`config.mk`:
```
export PLATFORM = sky130hd
export DESIGN_NAME = sdag_top
export DESIGN_NICKNAME = d
export VERILOG_FILES = /design/src/rtl/sdag_pkg.sv /design/src/rtl/sdag_band_sel.sv /design/src/rtl/sdag_win_hit.sv /design/src/rtl/sdag_addr_gen.sv /design/src/rtl/sdag_top.sv
export SDC_FILE = /design/constraint.sdc
export NUM_CORES = 1
export LEC_CHECK = 0
export BUFFER_PORTS_ARGS = -buffer_cell sky130_fd_sc_hd__buf_2
export CORE_MARGIN = 5
export CORE_UTILIZATION = 28
export DETAILED_ROUTE_END_ITERATION = 8
export GPL_ROUTABILITY_DRIVEN = 1
export PLACE_DENSITY = 0.56
export SLEW_MARGIN = 25
export SYNTH_ARGS = -nofsm -noshare
export SYNTH_HDL_FRONTEND = slang
export SYNTH_SLANG_ARGS = --single-unit
```
`constraint.sdc`:
```
create_clock -name clk -period 15.75 [get_ports clk]
set_clock_uncertainty 0.15 [all_clocks]
set_input_delay 0.7875 -clock clk [delete_from_list [all_inputs] [get_ports clk]]
set_output_delay 0.7875 -clock clk [all_outputs]
set_load 0.005 [all_outputs]
```
`src/rtl/sdag_pkg.sv`:
```
package sdag_pkg;
   typedef logic [1:0] scr_id_t;

   localparam scr_id_t SCR_UPPER  = 2'd0;
   localparam scr_id_t SCR_BASE   = 2'd1;
   localparam scr_id_t SCR_LOWER  = 2'd2;
   localparam scr_id_t SCR_WINDOW = 2'd3;

   typedef enum logic [2:0] {
      STEP_X1   = 3'd0,
      STEP_X2   = 3'd1,
      STEP_X4   = 3'd2,
      STEP_X8   = 3'd3,
      STEP_X16  = 3'd4,
      STEP_HOLD = 3'd5,
      STEP_HLFA = 3'd6,
      STEP_HLFB = 3'd7
   } step_e;
endpackage

```
`src/rtl/sdag_band_sel.sv`:
```
module sdag_band_sel
   import sdag_pkg::*;
#(
   parameter int VW = 10
) (
   input  logic [VW-1:0]      vpos,
   input  logic [2:0][VW-1:0] band_h,
   output logic               hit,
   output scr_id_t            id,
   output logic [VW-1:0]      row
);
   localparam int BW = VW + 2;

   logic [BW-1:0] bnd_hi [3];
   logic [BW-1:0] bnd_lo [3];
   logic [BW-1:0] vpos_w;

   assign vpos_w = BW'(vpos);

   // cumulative band boundaries, upper band first
   for (genvar g = 0; g < 3; g++) begin : g_bnd
      if (g == 0) begin : g_first
         assign bnd_lo[g] = '0;
         assign bnd_hi[g] = BW'(band_h[g]);
      end else begin : g_next
         assign bnd_lo[g] = bnd_hi[g-1];
         assign bnd_hi[g] = bnd_hi[g-1] + BW'(band_h[g]);
      end
   end

   // scan from the bottom so the topmost matching band wins
   always_comb begin
      hit = 1'b0;
      id  = SCR_UPPER;
      row = '0;
      for (int i = 2; i >= 0; i--) begin
         if (vpos_w < bnd_hi[i]) begin
            hit = 1'b1;
            id  = 2'(i);
            row = VW'(vpos_w - bnd_lo[i]);
         end
      end
   end
endmodule

```
`src/rtl/sdag_win_hit.sv`:
```
module sdag_win_hit #(
   parameter int HW = 8,
   parameter int VW = 10
) (
   input  logic [HW-1:0] hpos,
   input  logic [VW-1:0] vpos,
   input  logic [HW-1:0] win_hs,
   input  logic [HW-1:0] win_hw,
   input  logic [VW-1:0] win_vs,
   input  logic [VW-1:0] win_vw,
   output logic          hit,
   output logic [VW-1:0] row,
   output logic [HW-1:0] col
);
   logic [HW:0] h_last;
   logic [VW:0] v_end;
   logic        h_in;
   logic        v_in;

   assign h_last = {1'b0, win_hs} + {1'b0, win_hw};
   assign v_end  = {1'b0, win_vs} + {1'b0, win_vw};
   assign h_in   = (hpos >= win_hs) && ({1'b0, hpos} <= h_last);
   assign v_in   = (vpos >= win_vs) && ({1'b0, vpos} < v_end);
   assign hit    = h_in && v_in;
   assign row    = vpos - win_vs;
   assign col    = hpos - win_hs;
endmodule

```
`src/rtl/sdag_addr_gen.sv`:
```
module sdag_addr_gen
   import sdag_pkg::*;
#(
   parameter int AW  = 20,
   parameter int HW  = 8,
   parameter int VW  = 10,
   parameter int MWW = 12
) (
   input  logic [AW-1:0]  base,
   input  logic [MWW-1:0] stride,
   input  logic [VW-1:0]  row,
   input  logic [HW-1:0]  col,
   input  logic [2:0]     step_code,
   output logic [AW-1:0]  addr
);
   localparam int LW = AW + MWW + VW + HW + 5;

   logic [LW-1:0] line_w;
   logic [LW-1:0] off_w;
   logic [LW-1:0] sum_w;

   assign line_w = LW'(base) + LW'(stride) * LW'(row);

   always_comb begin
      unique case (step_e'(step_code))
         STEP_X1, STEP_X2, STEP_X4, STEP_X8, STEP_X16:
            off_w = LW'(col) << step_code;
         STEP_HOLD:
            off_w = '0;
         default:
            off_w = LW'(col >> 1);
      endcase
   end

   assign sum_w = line_w + off_w;
   assign addr  = sum_w[AW-1:0];
endmodule

```
`src/rtl/sdag_top.sv`:
```
module sdag_top
   import sdag_pkg::*;
#(
   parameter int AW  = 20,
   parameter int HW  = 8,
   parameter int VW  = 10,
   parameter int MWW = 12
) (
   input  logic                 clk,
   input  logic                 rst_n,
   input  logic [HW-1:0]        hpos,
   input  logic [VW-1:0]        vpos,
   input  logic [HW-1:0]        disp_w,
   input  logic [2:0][VW-1:0]   band_h,
   input  logic [HW-1:0]        win_hs,
   input  logic [HW-1:0]        win_hw,
   input  logic [VW-1:0]        win_vs,
   input  logic [VW-1:0]        win_vw,
   input  logic [3:0][AW-1:0]   start_addr,
   input  logic [3:0][MWW-1:0]  mem_width,
   input  logic [3:0]           scr_en,
   input  logic [3:0]           scr_blank,
   input  logic [2:0]           step_code,
   input  logic                 superimpose,
   output logic [AW-1:0]        pri_addr,
   output logic [1:0]           pri_id,
   output logic                 pri_act,
   output logic                 pri_den,
   output logic [AW-1:0]        ovl_addr,
   output logic                 ovl_act,
   output logic                 ovl_den
);
   localparam int NLANE = 2;
   localparam int LN_BG = 0;
   localparam int LN_WN = 1;

   if (AW < HW + 5) begin : g_bad_aw
      $error("sdag_top: AW must hold a column shifted by four");
   end
   if (MWW < 1 || VW < 2 || HW < 2) begin : g_bad_w
      $error("sdag_top: width parameters too small");
   end

   // background band lookup
   logic          bg_hit;
   scr_id_t       bg_id;
   logic [VW-1:0] bg_row;

   sdag_band_sel #(.VW(VW)) u_band (
      .vpos   (vpos),
      .band_h (band_h),
      .hit    (bg_hit),
      .id     (bg_id),
      .row    (bg_row)
   );

   // window lookup
   logic          wn_hit;
   logic [VW-1:0] wn_row;
   logic [HW-1:0] wn_col;

   sdag_win_hit #(.HW(HW), .VW(VW)) u_win (
      .hpos   (hpos),
      .vpos   (vpos),
      .win_hs (win_hs),
      .win_hw (win_hw),
      .win_vs (win_vs),
      .win_vw (win_vw),
      .hit    (wn_hit),
      .row    (wn_row),
      .col    (wn_col)
   );

   // address lanes: one for the background, one for the window
   logic [NLANE-1:0][AW-1:0]  ln_base;
   logic [NLANE-1:0][MWW-1:0] ln_stride;
   logic [NLANE-1:0][VW-1:0]  ln_row;
   logic [NLANE-1:0][HW-1:0]  ln_col;
   logic [NLANE-1:0][AW-1:0]  ln_addr;

   assign ln_base[LN_BG]   = start_addr[bg_id];
   assign ln_stride[LN_BG] = mem_width[bg_id];
   assign ln_row[LN_BG]    = bg_row;
   assign ln_col[LN_BG]    = hpos;
   assign ln_base[LN_WN]   = start_addr[SCR_WINDOW];
   assign ln_stride[LN_WN] = mem_width[SCR_WINDOW];
   assign ln_row[LN_WN]    = wn_row;
   assign ln_col[LN_WN]    = wn_col;

   for (genvar g = 0; g < NLANE; g++) begin : g_lane
      sdag_addr_gen #(.AW(AW), .HW(HW), .VW(VW), .MWW(MWW)) u_gen (
         .base      (ln_base[g]),
         .stride    (ln_stride[g]),
         .row       (ln_row[g]),
         .col       (ln_col[g]),
         .step_code (step_code),
         .addr      (ln_addr[g])
      );
   end

   // ownership of the cycle
   logic bg_live;
   logic wn_live;
   assign bg_live = bg_hit && (hpos <= disp_w) && scr_en[bg_id];
   assign wn_live = wn_hit && scr_en[SCR_WINDOW];

   logic [AW-1:0] pri_addr_d;
   scr_id_t       pri_id_d;
   logic          pri_act_d;
   logic          pri_den_d;
   logic [AW-1:0] ovl_addr_d;
   logic          ovl_act_d;
   logic          ovl_den_d;

   always_comb begin
      pri_addr_d = '0;
      pri_id_d   = SCR_UPPER;
      pri_act_d  = 1'b0;
      pri_den_d  = 1'b0;
      ovl_addr_d = '0;
      ovl_act_d  = 1'b0;
      ovl_den_d  = 1'b0;
      if (wn_live && !superimpose) begin
         pri_addr_d = ln_addr[LN_WN];
         pri_id_d   = SCR_WINDOW;
         pri_act_d  = 1'b1;
         pri_den_d  = !scr_blank[SCR_WINDOW];
      end else if (bg_live) begin
         pri_addr_d = ln_addr[LN_BG];
         pri_id_d   = bg_id;
         pri_act_d  = 1'b1;
         pri_den_d  = !scr_blank[bg_id];
      end
      if (wn_live && superimpose) begin
         ovl_addr_d = ln_addr[LN_WN];
         ovl_act_d  = 1'b1;
         ovl_den_d  = !scr_blank[SCR_WINDOW];
      end
   end

   always_ff @(posedge clk) begin
      if (!rst_n) begin
         pri_addr <= '0;
         pri_id   <= SCR_UPPER;
         pri_act  <= 1'b0;
         pri_den  <= 1'b0;
         ovl_addr <= '0;
         ovl_act  <= 1'b0;
         ovl_den  <= 1'b0;
      end else begin
         pri_addr <= pri_addr_d;
         pri_id   <= pri_id_d;
         pri_act  <= pri_act_d;
         pri_den  <= pri_den_d;
         ovl_addr <= ovl_addr_d;
         ovl_act  <= ovl_act_d;
         ovl_den  <= ovl_den_d;
      end
   end


   pri_den_act_chk: assert property (@(posedge clk) disable iff (!rst_n)
      pri_den |-> pri_act);


   pri_blank_chk: assert property (@(posedge clk) disable iff (!rst_n)
      pri_den |-> ((($past(scr_blank) >> pri_id) & 4'd1) == 4'd0));


   pri_enabled_chk: assert property (@(posedge clk) disable iff (!rst_n)
      pri_act |-> ((($past(scr_en) >> pri_id) & 4'd1) != 4'd0));


   idle_addr_chk: assert property (@(posedge clk) disable iff (!rst_n)
      !pri_act |-> (pri_addr == '0 && !pri_den));


   ovl_mode_chk: assert property (@(posedge clk) disable iff (!rst_n)
      ovl_act |-> $past(superimpose));


   win_primary_chk: assert property (@(posedge clk) disable iff (!rst_n)
      (pri_act && pri_id == SCR_WINDOW) |-> !$past(superimpose));


   bg_extent_chk: assert property (@(posedge clk) disable iff (!rst_n)
      (pri_act && pri_id != SCR_WINDOW) |-> ($past(hpos) <= $past(disp_w)));
endmodule

```
* After elaboration in Yosys (flattened, before gate mapping) *
Cells that the tools add are included.

cells by class
  $add $sub $neg = 12
  multipliers = 2
  magnitude comparators = 9
  equality and inequality tests = 5
  shift operators = 2
  muxes and demuxes = 28
  reduce and logical (&&, ||, !) cells = 14

operators by type and width
  kind                                                       number
  20-bit adder                                               4
  20-bit one-hot mux with 2 select lines                     2
  20-bit two-way mux                                         3
  20-bit binary-select mux with 2-bit select                 1
  12-bit by 10-bit multiplier with 20-bit output             2
  8-bit by 3-bit << shifter with 20-bit output               2
  10-bit two-way mux                                         3
  10-bit subtractor                                          3
  12-bit binary-select mux with 2-bit select                 1
  10-bit by 10-bit adder with 11-bit output                  2
  10-bit by 11-bit less-than comparator with 1-bit output    2
  11-bit by 10-bit adder with 12-bit output                  1
  10-bit by 12-bit less-than comparator with 1-bit output    1
  12-bit two-way mux                                         1
  10-bit >= comparator                                       1
  10-bit less-than comparator                                1
  1-bit two-way mux                                          10
  2-bit two-way mux                                          5
  8-bit by 8-bit adder with 9-bit output                     1
  8-bit by 9-bit less-or-equal comparator with 1-bit output  1
  8-bit >= comparator                                        1
  8-bit less-or-equal comparator                             1
  1-bit logical AND                                          8
  8-bit subtractor                                           1
  other kinds (9)                                            14

storage, ports and cells
  bits in registers = 46
  input port bits = 234
  output and inout bits = 46

* Longest topological paths before layout *
Gate-level depths: netlist of run 1.

  depth after elaboration = 13
  mapped depth = 48

* Modules after synthesis *
Synthesis of run 1 repeated with hierarchy kept, for this count alone.

unflattened totals
  cells, all modules = 1,891
  area total of the unflattened synthesis = 16,394.5 um2

modules (own cells, without submodules)
  module                            times used  cells an instance  area each (um2)  seq. area each (um2)
  sdag_addr_gen at g_lane[0].u_gen  1           601                5,037.3          0.0
  sdag_addr_gen at g_lane[1].u_gen  1           580                4,924.7          0.0
  sdag_top                          1           199                2,504.9          920.9
  sdag_band_sel                     1           267                2,070.7          0.0
  sdag_win_hit                      1           244                1,856.8          0.0

* Worst setup path after synthesis of run 1 *
Ideal clock, no wire load.

  path kind = input -> register
  start point = in band_h[0] (netlist bit)
  end point = reg pri_addr[19]
  library setup time = 0.059 ns
  data arrival time = 10.005 ns
  required time = 15.541 ns
  path slack = 5.536 ns
  stages on the path = 45
  path buffers = 5
  cell sequence = ha_1 > fa_1 > a21o_1 > a21oi_2 > xnor2_1 > ha_1 > o21a_1 > o31a_1 > o21ai_0 > nand2b_1 > a21o_1 > a21oi_1 > xor2_1 > ha_1 > a2111oi_0 > o21ai_0 > o22ai_1 > nand2b_1 > [... 9 more ...] > fa_1 > inv_1 > fa_1 > fa_1 > inv_1 > fa_1 > inv_1 > ha_1 > o21a_1 > nor2_1 > a21oi_1 > nand4_1 > a31oi_1 > a31oi_1 > o21a_1 > or4bb_1 > mux2i_1 > a31o_1

between the ends
  cells in the longest elaborated chain, start to end = 13
  elaborated cells on any way between the ends = 29

RTL lines
  what                                                     line                 RTL
  from (decl)                                              sdag_top.sv:14       input logic [2:0][VW-1:0] band_h,
  10-bit by 10-bit adder with 11-bit output                sdag_band_sel.sv:27  assign bnd_hi[g] = bnd_hi[g-1] + BW'(band_h[g]);
  11-bit by 10-bit adder with 12-bit output                sdag_band_sel.sv:27
  10-bit by 12-bit less-than comparator with 1-bit output  sdag_band_sel.sv:37  if (vpos_w < bnd_hi[i]) begin
  2-bit two-way mux (3 in series)                          sdag_band_sel.sv:37
  12-bit binary-select mux with 2-bit select               sdag_top.sv:82       assign ln_stride[LN_BG] = mem_width[bg_id];
  12-bit two-way mux (implied by the code)                 sdag_top.sv:82
  12-bit by 10-bit multiplier with 20-bit output           sdag_addr_gen.sv:22  assign line_w = LW'(base) + LW'(stride) * LW'(row);
  20-bit adder                                             sdag_addr_gen.sv:22
  20-bit adder                                             sdag_addr_gen.sv:35  assign sum_w = line_w + off_w;
  20-bit two-way mux (*)                                   sdag_top.sv:128      end else if (bg_live) begin
  20-bit two-way mux (*)                                   sdag_top.sv:123      if (wn_live && !superimpose) begin
  to (signal assigned)                                     sdag_top.sv:151      pri_addr <= pri_addr_d;
  to (decl)                                                sdag_top.sv:25       output logic [AW-1:0] pri_addr,

Mark *: on every way between the ends. The rest lies on a longest branch, timed or not. The select of a mux whose other input is x is not followed.
A chain may end at the register's enable or synchronous reset.

* Worst setup path after layout of run 1 *
Same ends and word-level chain as after synthesis.

==> results.txt, run 1 <==
----------------------------------------------------
[Global routing]
  GR Overflow Total ... 0
  Maximum number of pins on one net before global-route repair ... 77
  First-pass GRT wire length ... 77300 um
  Via count of the first global-routing pass ... 14.4k
  Initial antenna violation count ... 6
  GRT Util Overall ... 16.1%

[Critical path]
  Slowest stage cell on the critical path ... a21oi_1
  Count of buffering cells on the critical path with inverters included ... 5
  Maximum single-stage delay on the critical path ... 0.71 ns
  Critical path type ... input pin to flop
  CP Capture Type ... flop
  Required arrival time at the worst endpoint ... 15.84 ns
  Arrival time at the worst endpoint ... 11.56 ns
  Max Fanout on Critical Path ... 76
  Element type at the critical path start ... input pin
  Delay-heaviest family, CP ... adder cells
  Cell repeated most along the worst path ... fa_1

[STA]
  Number of hold violations in the final report ... 0
  Worst hold margin ... 0.525 ns
  Total Negative Setup Slacks ... 0 ns
  Ratio of final minimum period to clock period ... 72.8%
  Max Clock Freq ... 87.2 MHz
  Setup repair after global routing missed its margin ... false
  # setup viols final ... 0
  Remaining max-slew budget at the tightest pin ... 31.8%
  Min cycle time layout ... 11.47 ns
  Slew Limit Fails ... 0
  Slew at the pin with the worst max-slew slack ... 1.02 ns

[Clock network]
  Number of clock buffers inserted by TritonCTS ... 5
  Root Driver ... clkbuf_16
  Clock tree from TritonCTS ... done
  Post-CTS Repair Setup Buffers ... 0
  CTS H-tree lvls ... 2
  Post-cts sizing count ... 0
  Reg clk slew, reported paths ... 0.06 ns
  Maximum buffer depth of the clock tree ... 2
  Num Clock Sinks ... 46
  Hold buffer count at cts ... 0

[Final layout]
  Final Non-Filler Cells ... 2883
  Fraction of the core area covered by cells at the end of the flow ... 32.7%
  NumNets Final ... 2797
  Filler cells ... 5896
  Layout cells sized above 1 ... 15.9%
  Syn-to-layout area delta ... 15.3%

[Drt]
  Detailed-router iteration count before antenna repair ... 5
  DRC errors left ... 0
  Remaining antenna violation count ... 0
  Vias ... 13.5k
  Wire length after detailed routing ... 49800 um
  Average via count per standard cell ... 4.68
  Initial DRC count ... 612
  Wire length per cell ... 17.3 um

[Floorplan]
  Total Die Area ... 60800 sq um
  Die extent in y ... 246 um
  Die extent in x ... 246 um
  Number of top-level design ports ... 280
  Starting density of the core ... 28.4%
  Area inside the core boundary ... 55200 sq um
  Std-Cell Rows ... 86

[Synthesis]
  Post-synthesis xor/xnor area fraction ... 5.46%
  Mux contribution to synthesized area ... 4.20%
  Proportion of synthesized flip-flops having asynchronous set or reset ... 0%
  Yosys cell types ... 74
  Main combinational cell family by area after synthesis ... adder cells
  Simple-gate area share of the yosys netlist ... 15.3%
  Area fraction in compound gates after synthesis ... 13.5%
  Sequential-to-total area share from yosys stat ... 5.88%
  Synth warnings ... 0
  Top flip-flop cell by instance count after synthesis ... dfxtp_1
  Share of Yosys cell area claimed by the top area cell type ... 29.7%
  Flip-flop and latch count after synthesis ... 46
  Top cells by area in the synthesized netlist ... fa_1, ha_1, inv_1, dfxtp_1, nand2_1
  Post-synth EDFFs ... 0
  Most common cell in the netlist ... inv_1
  Top cell types by occurrence after synthesis ... inv_1, fa_1, ha_1
  Synth Instances ... 1890
  Post-synthesis cell area ... 15700 sq um
  Average footprint of a synthesized cell ... 8.29 sq um
  Adder and majority gate portion of the synthesized area ... 45.6%
  Cell type contributing the most total cell area after synthesis ... fa_1

[Placed design]
  Global placement routability congestion ... 0.876
  Detailed placer's ending HPWL ... 43900 um
  Post-placement cell count ... 2871
  Count of buffers inserted at the top-level ports ... 279

[Worst hold path]
  Hold WC Path Type ... input pin to flop

[Run]
  Max-cap violation count ... 0

[Status]
  Outcome ... completed

----------------------------------------------------
-- placed cells by master, fill, tap and decap left out, types with 16 or more instances in the layout --
master and count:
a21o_1 38, a21oi_1 105, and2_1 44, buf_2 279, dfxtp_1 46, fa_1 232
ha_1 200, inv_1 349, mux2i_1 41, nand2_1 181, nand2b_1 30, nand3_1 19
nor2_1 155, nor2b_1 36, nor3_1 16, o21ai_0 48, o21bai_1 18, xnor2_1 56
xor2_1 39
-- area by class of cell --
class | count | area (sq um) | share of cell area, %
Multi-Input combinational cell | 1436 | 13200 | 73.1
Sequential cell | 46 | 921 | 5.10
Clock inverter | 3 | 43.8 | 0.243
Timing Repair Buffer | 293 | 1510 | 8.34
Antenna cell | 3 | 7.51 | 0.0416
Tap cell | 748 | 936 | 5.19
Inverter | 349 | 1310 | 7.26
Clock buffer | 5 | 125 | 0.693
-- state kept, by name, summed over array words and instances, names as in the netlist --
signal and count:
ovl_addr 20, pri_addr 20, pri_id 2, ovl_act 1
ovl_den 1, pri_act 1, pri_den 1
-- cell families after synthesis --
| family | after synthesis |
|---|---|
| simple gates | 521 |
| fa+ha+maj | 432 |
| xor+xnor | 96 |
| buf+inv | 413 |
| flops | 46 |
| other cells | 1 |
| compound gates | 322 |
| mux | 59 |
-- final timing paths --
| path | startpoint | slack (ns) | end | depth (start not counted) |
|---|---|---|---|---|
| setup / recovery | band_h[0] | 4.28 | pri_addr[19]$_SDFF_PN0_ | 43 |
| hold / removal | scr_blank[3] | 0.53 | ovl_den$_SDFF_PN0_ | 2 |
-- per-layer routing --
layer / global-route usage [%] / share of wire (%)
met1: 20.6 / 43
met5: 0 / 0.068
met4: 5.12 / 3.6
met2: 28.5 / 48
met3: 1.77 / 5.2
-- stage by stage --
step                cell area (sq um)  setup WS (ns)
floorplan                       15700           5.54
global placement                17900           4.39
detailed placement              17900           4.11
CTS                             18000           4.38
global route                    18000           3.43
finish                          18000           4.28
Power of run 1 is left out: the tool's default activity adds up to more than one toggle a clock period on the data nets, which glitch-free logic cannot reach.
==> inputs of run 2 (changes only) <==
==> constraint.sdc (replaced) <==
create_clock -name clk -period 11.25 [get_ports clk]
set_clock_uncertainty 0.15 [all_clocks]
set_input_delay 0.5625 -clock clk [delete_from_list [all_inputs] [get_ports clk]]
set_output_delay 0.5625 -clock clk [all_outputs]
set_load 0.005 [all_outputs]
==> results.txt, run 2 (synthesis gave the netlist of run 1 again) <==
----------------------------------------------------
[Status]
  Outcome ... completed

[Critical path]
  Critical path type ... input pin to flop
  Cell repeated most along the worst path ... fa_1
  Launching instance or port of the critical path ... band_h[0]
  Count of buffering cells on the critical path with inverters included ... 5 (unchanged)
  Required arrival time at the worst endpoint ... 11.34 ns (-4.50 ns)
  Arrival time at the worst endpoint ... 10.54 ns (-1.02 ns)
  Element type at the critical path start ... input pin
  Max Fanout on Critical Path ... 23 (-70%)
  CP Capture Type ... flop
  Maximum single-stage delay on the critical path ... 0.62 ns (-0.09 ns)
  Slowest stage cell on the critical path ... fa_1
  Delay-heaviest family, CP ... adder cells

[Drt]
  Wire length per cell ... 17.4 um (+0.91%)
  Average via count per standard cell ... 4.67 (-0.16%)
  Wire length after detailed routing ... 50400 um (+1.3%)
  Vias ... 13.5k (+0.19%)
  DRC errors left ... 0 (unchanged)
  Remaining antenna violation count ... 0 (unchanged)
  Detailed-router iteration count before antenna repair ... 5 (unchanged)
  Initial DRC count ... 510 (-17%)

[Global routing]
  Via count of the first global-routing pass ... 14.3k (-0.58%)
  First-pass GRT wire length ... 78700 um (+1.9%)
  Maximum number of pins on one net before global-route repair ... 42 (-45%)
  Initial antenna violation count ... 8 (+2)
  GR Overflow Total ... 0 (unchanged)
  GRT Util Overall ... 16.4% (+0.29 points)

[Worst hold path]
  Worst Min Path Start ... scr_blank[3]
  Hold WC Path Type ... input pin to flop
  End point of the most critical hold path ... ovl_den$_SDFF_PN0_
  Count of cells along the worst hold path ... 2 (unchanged)

[STA]
  Min cycle time layout ... 10.45 ns
  # setup viols final ... 0 (unchanged)
  Setup repair after global routing missed its margin ... false
  Max Clock Freq ... 95.7 MHz
  Remaining max-slew budget at the tightest pin ... 44.8% (+13 points)
  Ratio of final minimum period to clock period ... 92.9%
  Slew at the pin with the worst max-slew slack ... 0.805 ns (-0.218 ns)
  Min setup slack post-route ... 0.801 ns (-3.48 ns)
  Number of hold violations in the final report ... 0 (unchanged)
  Slew Limit Fails ... 0 (unchanged)
  Total Negative Setup Slacks ... 0 ns (unchanged)

[Clock network]
  Maximum buffer depth of the clock tree ... 2 (unchanged)
  Hold buffer count at cts ... 0 (unchanged)
  Post-CTS Repair Setup Buffers ... 0 (unchanged)
  Clock tree from TritonCTS ... done
  Root Driver ... clkbuf_16
  Num Clock Sinks ... 46 (unchanged)
  Post-cts sizing count ... 0 (unchanged)
  CTS H-tree lvls ... 2 (unchanged)
  Number of clock buffers inserted by TritonCTS ... 5 (unchanged)
  Reg clk slew, reported paths ... 0.07 ns (about the same)

[Final layout]
  Most common library cell in the layout ignoring fill and taps ... inv_1
  Filler cells ... 5902 (+0.10%)
  Top flop regs ... ovl_addr x20, pri_addr x20, pri_id x2
  NumNets Final ... 2807 (+0.36%)
  Layout cells sized above 1 ... 16.2% (+0.30 points)
  Highest-count cells in the layout ignoring fill and taps ... inv_1, buf_2, fa_1
  Syn-to-layout area delta ... 15.6%

[Floorplan]
  Std-Cell Rows ... 86 (unchanged)
  Number of top-level design ports ... 280 (unchanged)
  Die extent in x ... 246 um (unchanged)
  Area inside the core boundary ... 55200 sq um (unchanged)
  Die extent in y ... 246 um (unchanged)
  Total Die Area ... 60800 sq um (unchanged)
  Starting density of the core ... 28.4% (unchanged)

[Placed design]
  Detailed placer's ending HPWL ... 44700 um (+1.8%)
  Count of buffers inserted at the top-level ports ... 279 (unchanged)
  Global placement routability congestion ... 0.874 (-0.22%)
  Setup slack at placement ... 0.643 ns (-3.47 ns)

[Run]
  Max-cap violation count ... 0 (unchanged)

----------------------------------------------------
-- run 2: final cells by class --
type / instances / area [sq um] / share of cell area (%)
flip-flops and latches: 46 / 921 / 5.09
inverters: 349 / 1310 / 7.24
clock inverters: 3 / 25.0 / 0.138
well taps: 748 / 936 / 5.17
diodes: 3 / 7.51 / 0.0415
multi-input cells: 1436 / 13200 / 72.9
repair buffers: 303 / 1590 / 8.78
clock buffers: 5 / 125 / 0.691
-- run 2: stage by stage --
stage | utilization (%) | area [sq um] | instances | hold slack, ns
3_5_place_dp | 32.5 | 17900 | 2882 | 0.597
4_1_cts | 32.8 | 18100 | 2890 | 0.292
2_1_floorplan | - | 15700 | 1895 | 0.485
5_1_grt | 32.8 | 18100 | 2893 | 0.295
3_3_place_gp | 32.5 | 17900 | 2882 | 0.601
6_report | 32.8 | 18100 | 2893 | 0.292
-- run 2: per-layer routing --
metal | share of wire, % | global-route usage, % | up-vias
met1 | 44 | 21.3 | 6621
met5 | 0.052 | 0 | -
met4 | 1.3 | 2.53 | 6
met3 | 3.8 | 1.23 | 38
li1 | - | - | 6577
met2 | 50 | 30.3 | 282
-- run 2: worst max path at each step --
stage,end,depth (start not counted)
6_report,pri_addr[19]$_SDFF_PN0_,42
5_1_grt,pri_addr[19]$_SDFF_PN0_,42
4_1_cts,pri_addr[19]$_SDFF_PN0_,42
3_5_place_dp,pri_addr[19]$_SDFF_PN0_,42
3_3_place_gp,pri_addr[19]$_SDFF_PN0_,42
2_1_floorplan,pri_addr[19]$_SDFF_PN0_,45
Power of run 2 is left out for the same reason.
==> inputs of run 3 (changes only) <==
==> constraint.sdc (replaced) <==
create_clock -name clk -period 11.25 [get_ports clk]
set_clock_uncertainty 0.15 [all_clocks]
set_input_delay 3.375 -clock clk [delete_from_list [all_inputs] [get_ports clk]]
set_output_delay 3.375 -clock clk [all_outputs]
set_load 0.005 [all_outputs]
==> results.txt, run 3 (synthesis gave the netlist of run 1 again) <==
----------------------------------------------------
[STA]
  Total Negative Setup Slacks ... -5.40 ns (-5.40 ns)
  Slew at the pin with the worst max-slew slack ... 0.802 ns (-0.00274 ns)
  Number of hold violations in the final report ... 0 (unchanged)
  # setup viols final ... 11 (+11)
  Min setup slack post-route ... -0.809 ns (-1.61 ns)
  Remaining max-slew budget at the tightest pin ... 45.2% (+0.33 points)
  Slew Limit Fails ... 0 (unchanged)
  Setup repair after global routing missed its margin ... true
  Ratio of final minimum period to clock period ... 107% (+14 points)
  Max Clock Freq ... 82.9 MHz (-13%)
  Min cycle time layout ... 12.06 ns (+1.61 ns)

[Final layout]
  Area taken by flip-flops and latches ... 921 sq um (unchanged)
  Fraction of the core area covered by cells at the end of the flow ... 37.7% (+4.9 points)
  Syn-to-layout area delta ... 32.8%
  Area used by multi-input combinational logic ... 14000 sq um (+5.8%)
  Layout cells sized above 1 ... 30.2% (+14 points)
  NumNets Final ... 3041 (+8.3%)
  Top flop regs ... ovl_addr x20, pri_addr x20, pri_id x2
  Final Non-Filler Cells ... 3128 (+8.1%)
  Highest-count cells in the layout ignoring fill and taps ... inv_1, buf_2, buf_4
  Filler cells ... 5733 (-2.9%)
  Most common library cell in the layout ignoring fill and taps ... inv_1

[Floorplan]
  Die extent in x ... 246 um (unchanged)
  Total Die Area ... 60800 sq um (unchanged)
  Std-Cell Rows ... 86 (unchanged)
  Die extent in y ... 246 um (unchanged)
  Starting density of the core ... 28.4% (unchanged)
  Area inside the core boundary ... 55200 sq um (unchanged)
  Number of top-level design ports ... 280 (unchanged)

[Critical path]
  Arrival time at the worst endpoint ... 12.14 ns (+1.60 ns)
  CP Capture Type ... flop
  Maximum single-stage delay on the critical path ... 0.59 ns (-0.03 ns)
  Cell repeated most along the worst path ... fa_1
  Delay-heaviest family, CP ... adder cells
  Critical path type ... input pin to flop
  Slowest stage cell on the critical path ... fa_2
  Max Fanout on Critical Path ... 8 (-65%)
  Required arrival time at the worst endpoint ... 11.33 ns (about the same)
  Count of buffering cells on the critical path with inverters included ... 8 (+3)
  Element type at the critical path start ... input pin

[Drt]
  DRC errors left ... 0 (unchanged)
  Wire length after detailed routing ... 54700 um (+8.4%)
  Detailed-router iteration count before antenna repair ... 5 (unchanged)
  Remaining antenna violation count ... 0 (unchanged)
  Average via count per standard cell ... 4.65 (-0.43%)
  Vias ... 14.6k (+7.7%)
  Wire length per cell ... 17.5 um (+0.30%)
  Initial DRC count ... 565 (+11%)

[Clock network]
  Num Clock Sinks ... 46 (unchanged)
  Number of clock buffers inserted by TritonCTS ... 5 (unchanged)
  CTS H-tree lvls ... 2 (unchanged)
  Root Driver ... clkbuf_16
  Clock tree from TritonCTS ... done
  Maximum buffer depth of the clock tree ... 2 (unchanged)
  Reg clk slew, reported paths ... 0.07 ns (about the same)

[Status]
  Outcome ... finished with violations
  Failing checks ... setup timing

[Global routing]
  Maximum number of pins on one net before global-route repair ... 42 (unchanged)
  First-pass GRT wire length ... 84800 um (+7.7%)
  Via count of the first global-routing pass ... 15.7k (+9.7%)
  GR Overflow Total ... 0 (unchanged)
  GRT Util Overall ... 17.6% (+1.2 points)
  Initial antenna violation count ... 9 (+1)

[Run]
  Max-cap violation count ... 0 (unchanged)

[Worst hold path]
  Hold WC Path Type ... input pin to flop

[Placed design]
  Count of buffers inserted at the top-level ports ... 279 (unchanged)
  Post-placement cell count ... 3074 (+6.7%)
  Detailed placer's ending HPWL ... 47700 um (+6.7%)
  Global placement routability congestion ... 0.897 (+2.6%)

----------------------------------------------------
[run 3: final timing paths]
check | start | to | cells past startpoint
setup / recovery | band_h[1] | pri_addr[19]$_SDFF_PN0_ | 44
hold / removal | scr_blank[3] | ovl_den$_SDFF_PN0_ | 2
[run 3: area by class of cell]
class | instances | share of cell area (%)
multi-input combinational | 1437 | 67.1
clock buffer | 5 | 0.602
sequential | 46 | 4.43
timing repair buffer | 536 | 16.9
tap | 748 | 4.50
antenna | 4 | 0.0481
inverter | 349 | 6.30
clock inverter | 3 | 0.120
[run 3: timing repair]
item	in CTS	in global routing
setup buffers	27	17
cloned	2	1
gates resized for setup	67	100
hold buffers	0	0
endpoints found under the setup margin	13	15
pin swaps	54	87
[run 3: stage by stage]
step | instance area [sq um] | setup WS, ns | hold slack, ns
6_report | 20800 | -0.809 | 3.12
5_1_grt | 20800 | -1.28 | 3.12
4_1_cts | 20300 | -0.813 | 3.11
3_5_place_dp | 19600 | -1.31 | 3.42
2_1_floorplan | 15900 | -0.816 | 3.30
3_3_place_gp | 19600 | -1.10 | 3.41
[run 3: per-layer routing]
metal / track usage [%] / up-vias / wire length [um]
met1: 22.2 / 7102 / 23300
met4: 5.20 / 10 / 1790
met5: 0 / - / 49
li1: - / 7048 / -
met2: 31.3 / 329 / 26800
met3: 2.41 / 71 / 2710
Power of run 3 is left out for the same reason.
